--- config.mk ---
export PLATFORM = sky130hd
export DESIGN_NAME = flash_sig_engine
export DESIGN_NICKNAME = d
export VERILOG_FILES = /design/src/rtl/flash_sig_pkg.sv /design/src/rtl/fsig_crc_step.sv /design/src/rtl/fsig_launch.sv /design/src/rtl/flash_sig_engine.sv
export SDC_FILE = /design/constraint.sdc
export NUM_CORES = 1
export LEC_CHECK = 0
export BUFFER_PORTS_ARGS = -buffer_cell sky130_fd_sc_hd__buf_2
export CORE_MARGIN = 8
export CORE_UTILIZATION = 56
export DETAILED_ROUTE_END_ITERATION = 6
export PLACE_DENSITY = 0.8
export SYNTH_ARGS = -nofsm -noshare
export SYNTH_HDL_FRONTEND = slang
export SYNTH_HIERARCHICAL = 1
export SYNTH_SLANG_ARGS = --single-unit
--- constraint.sdc ---
create_clock -name clk -period 3.2 [get_ports clk]
set_input_delay 0.16 -clock clk [delete_from_list [all_inputs] [get_ports clk]]
set_output_delay 0.16 -clock clk [all_outputs]
set_load 0.05 [all_outputs]
--- src/rtl/flash_sig_pkg.sv ---
package flash_sig_pkg;
   localparam int          CRC_W      = 24;
   localparam logic [23:0] CRC_POLY   = 24'h800063;
   localparam logic [23:0] CRC_SEED   = 24'hFFFFFF;
   localparam logic [31:0] UNLOCK_KEY = 32'hF123F456;
   localparam logic [31:0] CMD_SIGN   = 32'h0000_0002;

   localparam logic [1:0] SEL_START = 2'd0;
   localparam logic [1:0] SEL_END   = 2'd1;
   localparam logic [1:0] SEL_KEY   = 2'd2;
   localparam logic [1:0] SEL_CMD   = 2'd3;

   typedef enum logic [1:0] {
      FS_IDLE  = 2'd0,
      FS_FETCH = 2'd1,
      FS_HASH  = 2'd2
   } fsig_state_e;
endpackage

--- src/rtl/fsig_crc_step.sv ---
// Absorbs STEP_BITS data bits (MSB first) into the CRC in one cycle.
module fsig_crc_step
   import flash_sig_pkg::*;
#(
   parameter int STEP_BITS = 32
) (
   input  logic [CRC_W-1:0]     crc_in,
   input  logic [STEP_BITS-1:0] data_in,
   output logic [CRC_W-1:0]     crc_out
);
   logic [CRC_W-1:0] chain [STEP_BITS+1];

   assign chain[0] = crc_in;

   for (genvar i = 0; i < STEP_BITS; i++) begin : g_bit
      logic fb;
      assign fb          = chain[i][CRC_W-1] ^ data_in[STEP_BITS-1-i];
      assign chain[i+1]  = {chain[i][CRC_W-2:0], 1'b0} ^ (fb ? CRC_POLY : '0);
   end

   assign crc_out = chain[STEP_BITS];
endmodule

--- src/rtl/fsig_launch.sv ---
// Address capture, key/command unlock and range validation.
module fsig_launch
   import flash_sig_pkg::*;
#(
   parameter int ADDR_W   = 18,
   parameter int PAGE_LSB = 11,
   parameter int BANK_W   = 1,
   parameter int PAGE_W   = ADDR_W - PAGE_LSB
) (
   input  logic              clk,
   input  logic              rst_n,
   input  logic              wr_en,
   input  logic [1:0]        wr_sel,
   input  logic [31:0]       wr_data,
   input  logic              busy,
   output logic              launch,
   output logic [PAGE_W-1:0] first_page,
   output logic [PAGE_W-1:0] last_page
);
   logic armed;
   logic range_ok;
   logic cmd_hit;

   always_ff @(posedge clk or negedge rst_n) begin
      if (!rst_n) begin
         armed      <= 1'b0;
         first_page <= '0;
         last_page  <= '0;
      end else if (wr_en) begin
         armed <= (wr_sel == SEL_KEY) && (wr_data == UNLOCK_KEY);
         if (wr_sel == SEL_START) first_page <= wr_data[ADDR_W-1:PAGE_LSB];
         if (wr_sel == SEL_END)   last_page  <= wr_data[ADDR_W-1:PAGE_LSB];
      end
   end

   assign range_ok = (first_page[PAGE_W-1 -: BANK_W] == last_page[PAGE_W-1 -: BANK_W])
                     && (first_page <= last_page);
   assign cmd_hit  = wr_en && (wr_sel == SEL_CMD) && (wr_data == CMD_SIGN);
   assign launch   = cmd_hit && armed && !busy && range_ok;
endmodule

--- src/rtl/flash_sig_engine.sv ---
module flash_sig_engine
   import flash_sig_pkg::*;
#(
   parameter int ADDR_W    = 18,
   parameter int NUM_BANKS = 2,
   parameter int STEP_BITS = 32,
   parameter int PAGE_LSB  = 11
) (
   input  logic                 clk,
   input  logic                 rst_n,
   input  logic                 wr_en,
   input  logic [1:0]           wr_sel,
   input  logic [31:0]          wr_data,
   output logic                 busy,
   output logic                 done,
   output logic [NUM_BANKS-1:0] stall_req,
   output logic [23:0]          sig,
   output logic                 err_flag,
   output logic                 rd_req,
   output logic [ADDR_W-1:0]    rd_addr,
   input  logic                 rd_valid,
   input  logic [31:0]          rd_data,
   input  logic                 rd_ecc_corr,
   input  logic                 rd_ecc_fatal
);
   localparam int BANK_W = (NUM_BANKS > 1) ? $clog2(NUM_BANKS) : 1;
   localparam int PAGE_W = ADDR_W - PAGE_LSB;
   localparam int WORD_W = ADDR_W - 2;
   localparam int WIP    = PAGE_LSB - 2;
   localparam int BEATS  = 32 / STEP_BITS;
   localparam int BEAT_W = (BEATS > 1) ? $clog2(BEATS) : 1;

   if (NUM_BANKS < 2 || (NUM_BANKS & (NUM_BANKS - 1)) != 0) begin : g_bad_banks
      $error("NUM_BANKS must be a power of two, at least 2");
   end
   if (STEP_BITS < 1 || STEP_BITS > 32 || (32 % STEP_BITS) != 0) begin : g_bad_step
      $error("STEP_BITS must divide 32");
   end
   if (ADDR_W > 32 || ADDR_W <= PAGE_LSB + BANK_W) begin : g_bad_addr
      $error("ADDR_W must leave room for bank and page bits and fit 32");
   end
   if (PAGE_LSB < 4) begin : g_bad_page
      $error("PAGE_LSB must be at least 4");
   end

   fsig_state_e         state;
   logic [WORD_W-1:0]   cur_word;
   logic [WORD_W-1:0]   last_word;
   logic [31:0]         wbuf;
   logic [BEAT_W-1:0]   beat;
   logic [CRC_W-1:0]    crc_q;
   logic [CRC_W-1:0]    crc_next;
   logic                err_acc;
   logic [BANK_W-1:0]   bank_q;
   logic                launch;
   logic [PAGE_W-1:0]   first_page;
   logic [PAGE_W-1:0]   last_page;
   logic                last_beat;

   fsig_launch #(
      .ADDR_W   (ADDR_W),
      .PAGE_LSB (PAGE_LSB),
      .BANK_W   (BANK_W),
      .PAGE_W   (PAGE_W)
   ) u_launch (
      .clk        (clk),
      .rst_n      (rst_n),
      .wr_en      (wr_en),
      .wr_sel     (wr_sel),
      .wr_data    (wr_data),
      .busy       (busy),
      .launch     (launch),
      .first_page (first_page),
      .last_page  (last_page)
   );

   fsig_crc_step #(
      .STEP_BITS (STEP_BITS)
   ) u_step (
      .crc_in  (crc_q),
      .data_in (wbuf[31 -: STEP_BITS]),
      .crc_out (crc_next)
   );

   assign last_beat = (beat == BEAT_W'(BEATS - 1));

   always_ff @(posedge clk or negedge rst_n) begin
      if (!rst_n) begin
         state     <= FS_IDLE;
         cur_word  <= '0;
         last_word <= '0;
         wbuf      <= '0;
         beat      <= '0;
         crc_q     <= '0;
         err_acc   <= 1'b0;
         bank_q    <= '0;
         sig       <= '0;
         err_flag  <= 1'b0;
         done      <= 1'b0;
      end else begin
         done <= 1'b0;
         unique case (state)
            FS_IDLE: begin
               if (launch) begin
                  cur_word  <= {first_page, {WIP{1'b0}}};
                  last_word <= {last_page, {(WIP-1){1'b1}}, 1'b0};
                  crc_q     <= CRC_SEED;
                  err_acc   <= 1'b0;
                  bank_q    <= first_page[PAGE_W-1 -: BANK_W];
                  state     <= FS_FETCH;
               end
            end
            FS_FETCH: begin
               if (rd_valid) begin
                  wbuf    <= rd_data;
                  err_acc <= err_acc | rd_ecc_corr | rd_ecc_fatal;
                  beat    <= '0;
                  state   <= FS_HASH;
               end
            end
            FS_HASH: begin
               crc_q <= crc_next;
               wbuf  <= wbuf << STEP_BITS;
               beat  <= beat + BEAT_W'(1);
               if (last_beat) begin
                  if (cur_word == last_word) begin
                     state    <= FS_IDLE;
                     done     <= 1'b1;
                     sig      <= crc_next;
                     err_flag <= err_acc;
                  end else begin
                     cur_word <= cur_word + WORD_W'(1);
                     state    <= FS_FETCH;
                  end
               end
            end
            default: state <= FS_IDLE;
         endcase
      end
   end

   assign busy    = (state != FS_IDLE);
   assign rd_req  = (state == FS_FETCH);
   assign rd_addr = {cur_word, 2'b00};

   for (genvar b = 0; b < NUM_BANKS; b++) begin : g_stall
      assign stall_req[b] = busy && (bank_q == BANK_W'(b));
   end
endmodule

-- After elaboration in Yosys (flattened, before gate mapping)
Index checks and enable logic that the tools add are counted.
- register bits: 133
- input port bits: 72
- output and inout bits: 48
- $add $sub $neg: 2
- order comparisons: 1
- eq/ne operators: 13
- mux-type cells: 53
- bitwise operators: 68
- reductions and logical operators: 25
- operators with widths (cell ; count):
    24-bit 2-to-1 mux ; 33
    24-bit XOR ; 32
    32-bit one-hot mux with 2 select lines ; 1
    16-bit 2-to-1 mux ; 3
    24-bit one-hot mux with 2 select lines ; 1
    32-bit by 2-bit == test with 1-bit output (second input constant) ; 1
    32-bit == test (second input constant) ; 1
    32-bit 2-to-1 mux ; 1
    16-bit one-hot mux with 2 select lines ; 1
    1-bit XOR ; 32
    16-bit by 1-bit adder with 16-bit output (second input constant) ; 1
    16-bit == test ; 1
    2-bit AND reduction ; 5
    1-bit logical AND ; 9
    3-bit AND reduction ; 3
    2-bit nonzero test ; 4
    7-bit less-or-equal comparator ; 1
    1-bit 2-to-1 mux ; 7
    2-bit == test (second input constant) ; 3
    2-bit 2-to-1 mux ; 3
    2-bit inequality test (second input constant) ; 3
    2-bit one-hot mux with 3 select lines ; 1
    2-bit by 1-bit == test with 1-bit output (second input constant) ; 2
    2-bit logical NOT ; 2
    8 further kinds ; 11

-- Logic depth before layout (Yosys ltp)
Gate-level depths: netlist of the first run.
- depth in word-level cells: 97
- depth in mapped cells: 11

-- Cells and area by module
The synthesis of the first run kept the hierarchy.
- by module, submodules not included (module ; instances ; cells an instance ; area each (µm²) ; seq. area each (µm²)):
    flash_sig_engine ; 1 ; 484 ; 4894.7 ; 2777.7
    fsig_launch ; 1 ; 77 ; 877.1 ; 375.4
    fsig_crc_step ; 1 ; 76 ; 855.8 ; 0.0

-- Worst setup path before layout of the first run
Ideal clock, no wire load.
- kind: register to register
- from: reg cur_word[2]
- to: reg sig[0]
- setup time: 125 ps
- data arrival time: 2453 ps
- required time: 3075 ps
- slack: 622 ps
- stages on the path, launching flop included: 7
- path buffers: 1
- clock period less this slack: 2578 ps
- path through: dfrtp_1 -> or4_4 -> a2111oi_4 -> nand4_4 -> nor2_8 -> buf_12 -> mux2_4
- cells in the longest elaborated chain, start to end: 2
- RTL lines (element ; RTL line ; RTL):
    start: declaration ; flash_sig_engine.sv:47 ; logic [WORD_W-1:0] cur_word;
    start signal: assignment ; flash_sig_engine.sv:105 ; cur_word <= {first_page, {WIP{1'b0}}};
    start signal: assignment ; flash_sig_engine.sv:132 ; cur_word <= cur_word + WORD_W'(1);
    16-bit == test ; flash_sig_engine.sv:126 ; if (cur_word == last_word) begin
    3-bit AND reduction (no source line) ; - ;
    end signal: assignment ; flash_sig_engine.sv:129 ; sig <= crc_next;
    end: declaration ; flash_sig_engine.sv:17 ; output logic [23:0] sig,
Every way passes these cells.
A chain may end at the register's enable or synchronous reset.

-- Worst setup path in the final report of the first run
- from: reg last_word[8]
- to: reg sig[13]
- cells in the longest elaborated chain, start to end: 2
- RTL lines (element ; RTL line ; RTL):
    start: declaration ; flash_sig_engine.sv:48 ; logic [WORD_W-1:0] last_word;
    start signal: assignment ; flash_sig_engine.sv:106 ; last_word <= {last_page, {(WIP-1){1'b1}}, 1'b0};
    16-bit == test ; flash_sig_engine.sv:126 ;
    3-bit AND reduction (no source line) ; - ;
Every way passes these cells.

==> impl_metrics.tcl, run 1 <==
set metrics [dict create \
    viasPerCell 5.85 \
    die_h_um 125 \
    grt_pass1_wl_mm 29.3 \
    cts.sinks 126 \
    globalplace.congestion 0.924 \
    final_common_cell "dfrtp_1" \
    start_util_pct 57.8 \
    num_antenna_cells 0 \
    drv_cap 0 \
    whs_path_depth 3 \
    clock_latency_ns 0.43 \
    grt_use_met2_pct 36.5 \
    path_clk_slew_ns 0.06 \
    path_delay_family "simple AND/OR/NAND/NOR gates" \
    busiest_layer "met2" \
    worstRegToRegCells 5 \
    synthesis.instances 637 \
    worstPathBufferInverterCount 0 \
    hpwl_mm 11.9 \
    startpoint "last_word[8]$_DFFE_PN0P_" \
    yosys_warnings 6 \
    cts_resized 0 \
    relSlewSlack_pct 33.1 \
    fp.coreArea_sq_um 11500 \
    grt_antenna_before_repair 0 \
    fin_nets 860 \
    grt_max_degree 79 \
    timing.final.max_slew_violations 0 \
    r2r_start "last_word[8]$_DFFE_PN0P_" \
    synth_cell_type_count 58 \
    final_cell_mix "126 x dfrtp_1, 116 x buf_2, 106 x nand2_1" \
    yosys_most_used_dff "dfrtp_1" \
    setup_tns_ns 0 \
    crit_path_end "sig[13]$_DFFE_PN0P_" \
    rows 39 \
    ioPinCount 120 \
    period_share_pct 85.7 \
    drtAntennaViolNets 0 \
    crit_path_end_kind "flop" \
    grt_util_all_layers_pct 23.4 \
    worst_pin_slew_ns 1.00 \
    final_layout_size_suffix_gt1_share_pct 26.4 \
    first_pass_iters 7 \
    whs_ns 0.0108 \
    cts_inserted_buffers 17 \
    cp_max_fo 26 \
    irDropWorstVdd_v 0.00167 \
    ys_ff_latch 126 \
    stdcell_count 936 \
    dpl.cell_count 874 \
    syn_area_per_cell_sq_um 10.4 \
    rsz0062_at_grt "false" \
    root_buffer "clkbuf_16" \
    arrival_ns 3.04 \
    path_cells "or4_4 -> a2111oi_4 -> nand4_4 -> nor2_8 -> mux2_2" \
    wl_mm 18.2 \
    critPathLaunchType "flop" \
    die_x_um 125 \
    vias 5471 \
    outcome "finished, final reports clean" \
    hold_path.class "input pin to flop" \
    cts_tree "built" \
    path_class "flop to flop" \
    max_stage_delay_ns 0.59 \
    p_per_area_nw_per_um2 1400 \
    timing.fmax_mhz 364 \
    use_met3_pct 5.79 \
    syn2layout_area_growth_pct 23.7 \
    first_global_vias 5629 \
    clockBufferDepth 2 \
    power.total_mw 11.5 \
    skew_ns 0.0151 \
    hold_viol 0 \
    grt_overflow_total 0 \
    crit_cells 5 \
    regToRegEndpoint "sig[13]$_DFFE_PN0P_" \
    port_buffers 117 \
    synth_edf_count 0 \
    drc_errors 0 \
    setup_viol 0 \
    async_flop_share_pct 100 \
    drt_iter0_drc 513 \
    reg2reg_slack_ns 0.46 \
    dieArea_sq_um 15600 \
    slowest_stage "nor2_8" \
    crit_required_ns 3.50 \
    h-tree-depth 4 \
    syn_area_sq_um 6630 \
    synth-seq-area-share_pct 47.6 \
    wl_per_cell_um 19.4 \
    n_fill_cell 773 \
    met1_usage_pct 30.4 \
    fin_crit_ns 2.74 \
    leakagePower_nw 3.95 \
]
state kept, by name (all words and copies together), names as in the netlist, 2 cells and up:
| signal | count |
|---|---|
| crc_q | 24 |
| cur_word | 16 |
| last_word | 8 |
| sig | 24 |
| state | 2 |
| u_launch/first_page | 7 |
| u_launch/last_page | 7 |
| wbuf | 32 |
worst min-delay path by stage:
stage                            from                                 end  slack, ns
after global routing       rd_data[1]                 wbuf[1]$_DFFE_PN0P_       0.01
after floorplan                 rst_n                  bank_q$_DFFE_PN0P_      -0.14
after CTS                 rd_data[27]                wbuf[27]$_DFFE_PN0P_     0.0003
final                     rd_data[10]                wbuf[10]$_DFFE_PN0P_       0.01
after global placement          rst_n   u_launch/last_page[0]$_DFFE_PN0P_       0.37
after detailed placement        rst_n  u_launch/first_page[6]$_DFFE_PN0P_       0.38
timing repair:
action / 4_1_cts / 5_1_grt
hold buffers: 30 / 0
hold endpoints to repair: 105 / 0
setup buffers: 0 / 0
power breakdown:
part,switching [mW],internal (mW),leakage [nW]
logic,3.60,3.39,2.07
registers,0.530,2.07,1.60
clock network,0.751,1.15,0.284
total,4.88,6.61,3.95
per-stage QoR:
step,utilization [%],worst slack (ns),instance area [sq um]
CTS,71.5,0.447,8200
detailed placement,63.8,0.477,7310
global placement,63.8,0.536,7310
global route,71.5,0.335,8200
finish,71.5,0.456,8200
floorplan,-,0.622,6630
area by class of cell:
cell class	count	area [sq um]	area share, %
multi-input combinational	470	3280	40.0
sequential	126	3150	38.5
timing repair buffer	155	961	11.7
clock buffer	17	425	5.19
tap	143	179	2.18
clock inverter	15	160	1.95
inverter	10	37.5	0.458
layer usage:
| metal | vias to the layer above | routed length, um |
|---|---|---|
| met2 | 271 | 8470 |
| met4 | 0 | 460 |
| met5 | - | 0 |
| met3 | 36 | 1260 |
| li1 | 2471 | - |
| met1 | 2693 | 7970 |
worst reg2reg max path, stage by stage (launching register included):
cell	delay (ns)
dfrtp_1	0.44
or4_4	0.57
a2111oi_4	0.35
nand4_4	0.27
nor2_8	0.59
mux2_2	0.42
cell families after synthesis:
family                   synth area share, %
AO/OA/AOI/OAI                           9.14
XOR/XNOR                                13.7
adder cells (fa/ha/maj)                 1.51
buffers and inverters                   3.10
flip-flops                              47.6
multiplexers                            8.00
other                                 0.0566
AND/OR/NAND/NOR                         16.9
synth_stat cells, types with 4 or more instances:
cell type / count / share of area (%)
a21oi_1: 62 / 4.7
a2bb2oi_1: 4 / 0.53
a31oi_1: 4 / 0.38
and2_1: 6 / 0.57
and3_1: 4 / 0.38
buf_4: 4 / 0.45
clkbuf_1: 23 / 1.3
dfrtp_1: 126 / 48
ha_1: 8 / 1.5
inv_1: 10 / 0.57
mux2_2: 20 / 3.4
mux2_4: 19 / 4.3
nand2_1: 106 / 6.0
nand3_1: 14 / 1.1
nand4_1: 11 / 1.0
nor2_1: 62 / 3.5
nor4_1: 7 / 0.66
nor4b_1: 4 / 0.53
o21ai_0: 8 / 0.60
xnor2_1: 44 / 5.8
xnor3_1: 10 / 3.4
xor2_1: 24 / 3.2
(Power assumes the default switching activity.)
==> run 2: changes to the inputs <==
==> constraint.sdc (replaced) <==
create_clock -name clk -period 2.6 [get_ports clk]
set_input_delay 0.13 -clock clk [delete_from_list [all_inputs] [get_ports clk]]
set_output_delay 0.13 -clock clk [all_outputs]
set_load 0.05 [all_outputs]
==> run 2 against run 1 <==
Non-clock buffer count is 27 higher. Critical path depth rose by 1. Sequential share of layout area is 1.2 points lower. Sequential power increased by 21%. Cell count rose by 2.8%. Routed wire length rose by 5.3%. Global-route usage increased by 0.90 points. Total power up 26%. Combinational power up 29%. Setup slack lost 0.39 ns.
==> impl_metrics.tcl, run 2 (same netlist as run 1, synthesis figures left out) <==
set metrics [dict create \
    outcome "finished, final reports clean" \
    setup_ws_ns 0.0644 \
    rsz0062_at_grt "true" \
    rows 39 \
    grt_use_met2_pct 38.4 \
    fp.coreArea_sq_um 11500 \
    grt_pass1_wl_mm 30.8 \
    crit_path_end_kind "flop" \
    reg_top3 "wbuf: 32 flops, crc_q: 24 flops, sig: 24 flops" \
    fin_nets 887 \
    largest_register_ffs 32 \
    relSlewSlack_pct 48.6 \
    whs_ns 0.0187 \
    cts_tree "built" \
    dpl-instance-area_sq_um 7460 \
    hpwl_mm 12.2 \
    use_met3_pct 6.47 \
    timing.fmax_mhz 394 \
    final_cell_mix "126 x dfrtp_1, 116 x buf_2, 106 x nand2_1" \
    start_util_pct 57.8 \
    crit_required_ns 2.90 \
    timing.final.max_slew_violations 0 \
    cp_max_fo 3 \
    cts.sinks 126 \
    die_h_um 125 \
    die_x_um 125 \
    root_buffer "clkbuf_16" \
    final_layout_size_suffix_gt1_share_pct 27.8 \
    n_fill_cell 741 \
    fin_crit_ns 2.54 \
    leakagePower_nw 4.10 \
    period_share_pct 97.5 \
    drv_cap 0 \
    met1_usage_pct 30.4 \
    syn2layout_area_growth_pct 27.6 \
    grt_antenna_before_repair 0 \
    viasPerCell 5.86 \
    grt_overflow_total 0 \
    worst_pin_slew_ns 0.772 \
    p_per_area_nw_per_um2 1710 \
    critPathLaunchType "flop" \
    busiest_layer "met2" \
    hold_viol 0 \
    final_common_cell "dfrtp_1" \
    grt_max_degree 71 \
    path_class "flop to flop" \
    h-tree-depth 4 \
    post-route-util_pct 73.7 \
    drc_errors 0 \
    dieArea_sq_um 15600 \
    setup_viol 0 \
    setup_tns_ns 0 \
    ioPinCount 120 \
    place_ws_ns 0.0369 \
    hold_path.class "input pin to flop" \
    globalplace.congestion 0.885 \
    drt_iter0_drc 558 \
    port_buffers 117 \
    clock_latency_ns 0.41 \
    skew_ns 0.00820 \
    first_pass_iters 5 \
    wl_mm 19.1 \
    vias 5642 \
    top_register "wbuf" \
    irDropWorstVdd_v 0.00175 \
    arrival_ns 2.83 \
    first_global_vias 6018 \
    num_antenna_cells 0 \
    wl_per_cell_um 19.9 \
    drtAntennaViolNets 0 \
    clockBufferDepth 2 \
    grt_util_all_layers_pct 24.3 \
    final_cell_area_sq_um 8460 \
    cts_inserted_buffers 17 \
    path_clk_slew_ns 0.05 \
]
-- run 2: cell types whose count changed in the layout (fill, tap and decap cells not counted), sizes merged --
cell         change
inv              -4
dlygate4sd3      +8
buf             +19
clkbuf           +8
clkinv           -4
clkinvlp         -1
-- run 2: layout make-up --
class	instances	area [sq um]	area share, %
Multi-Input combinational cell	470	3310	39.2
Sequential cell	126	3150	37.3
Timing Repair Buffer	182	1200	14.1
Clock buffer	25	495	5.86
Tap cell	143	179	2.12
Clock inverter	6	82.6	0.976
Inverter	10	37.5	0.444
-- run 2: layer usage --
metal,up-vias,part of all wire (%)
met2,323,48
met3,53,8.1
met5,-,0
met4,0,3.1
met1,2749,41
li1,2517,-
-- run 2: power by group --
| part | switching, mW | internal [mW] | leakage [nW] |
|---|---|---|---|
| combinational | 4.64 | 4.34 | 2.23 |
| clock | 0.822 | 1.50 | 0.283 |
| sequential | 0.595 | 2.55 | 1.60 |
-- run 2: worst max-delay path, stage by stage (launching register included) --
cell and delay [ns]:
dfrtp_1 0.41, xnor2_2 0.24, xnor3_2 0.52, xnor2_2 0.19, xnor3_1 0.38, xnor3_1 0.41, mux2_4 0.26
-- run 2: what timing repair did --
action,CTS,global route
hold endpoints to repair,84,0
endpoints found under the setup margin,0,5
hold buffers,38,0
buffers inserted,0,1
resized for setup,0,5
-- run 2: path summary, 6_finish.rpt --
kind	startpoint	to	slack, ns	depth (start not counted)
worst max-delay path	wbuf[31]$_DFFE_PN0P_	sig[5]$_DFFE_PN0P_	0.06	6
worst min-delay path	wr_data[13]	u_launch/last_page[2]$_DFFE_PN0P_	0.02	2
worst max register to register	wbuf[31]$_DFFE_PN0P_	sig[5]$_DFFE_PN0P_	0.06	6
worst min register to register	err_acc$_DFFE_PN0P_	err_acc$_DFFE_PN0P_	0.47	2
max in group asynchronous	rst_n	crc_q[7]$_DFFE_PN0P_	1.53	3
min in group asynchronous	rst_n	u_launch/last_page[1]$_DFFE_PN0P_	0.29	2
-- run 2: through the flow --
step	power, mW	std cells
2_1_floorplan	10.3	638
3_3_place_gp	11.2	892
3_5_place_dp	11.4	892
4_1_cts	13.8	961
5_1_grt	14.9	962
6_report	14.4	962
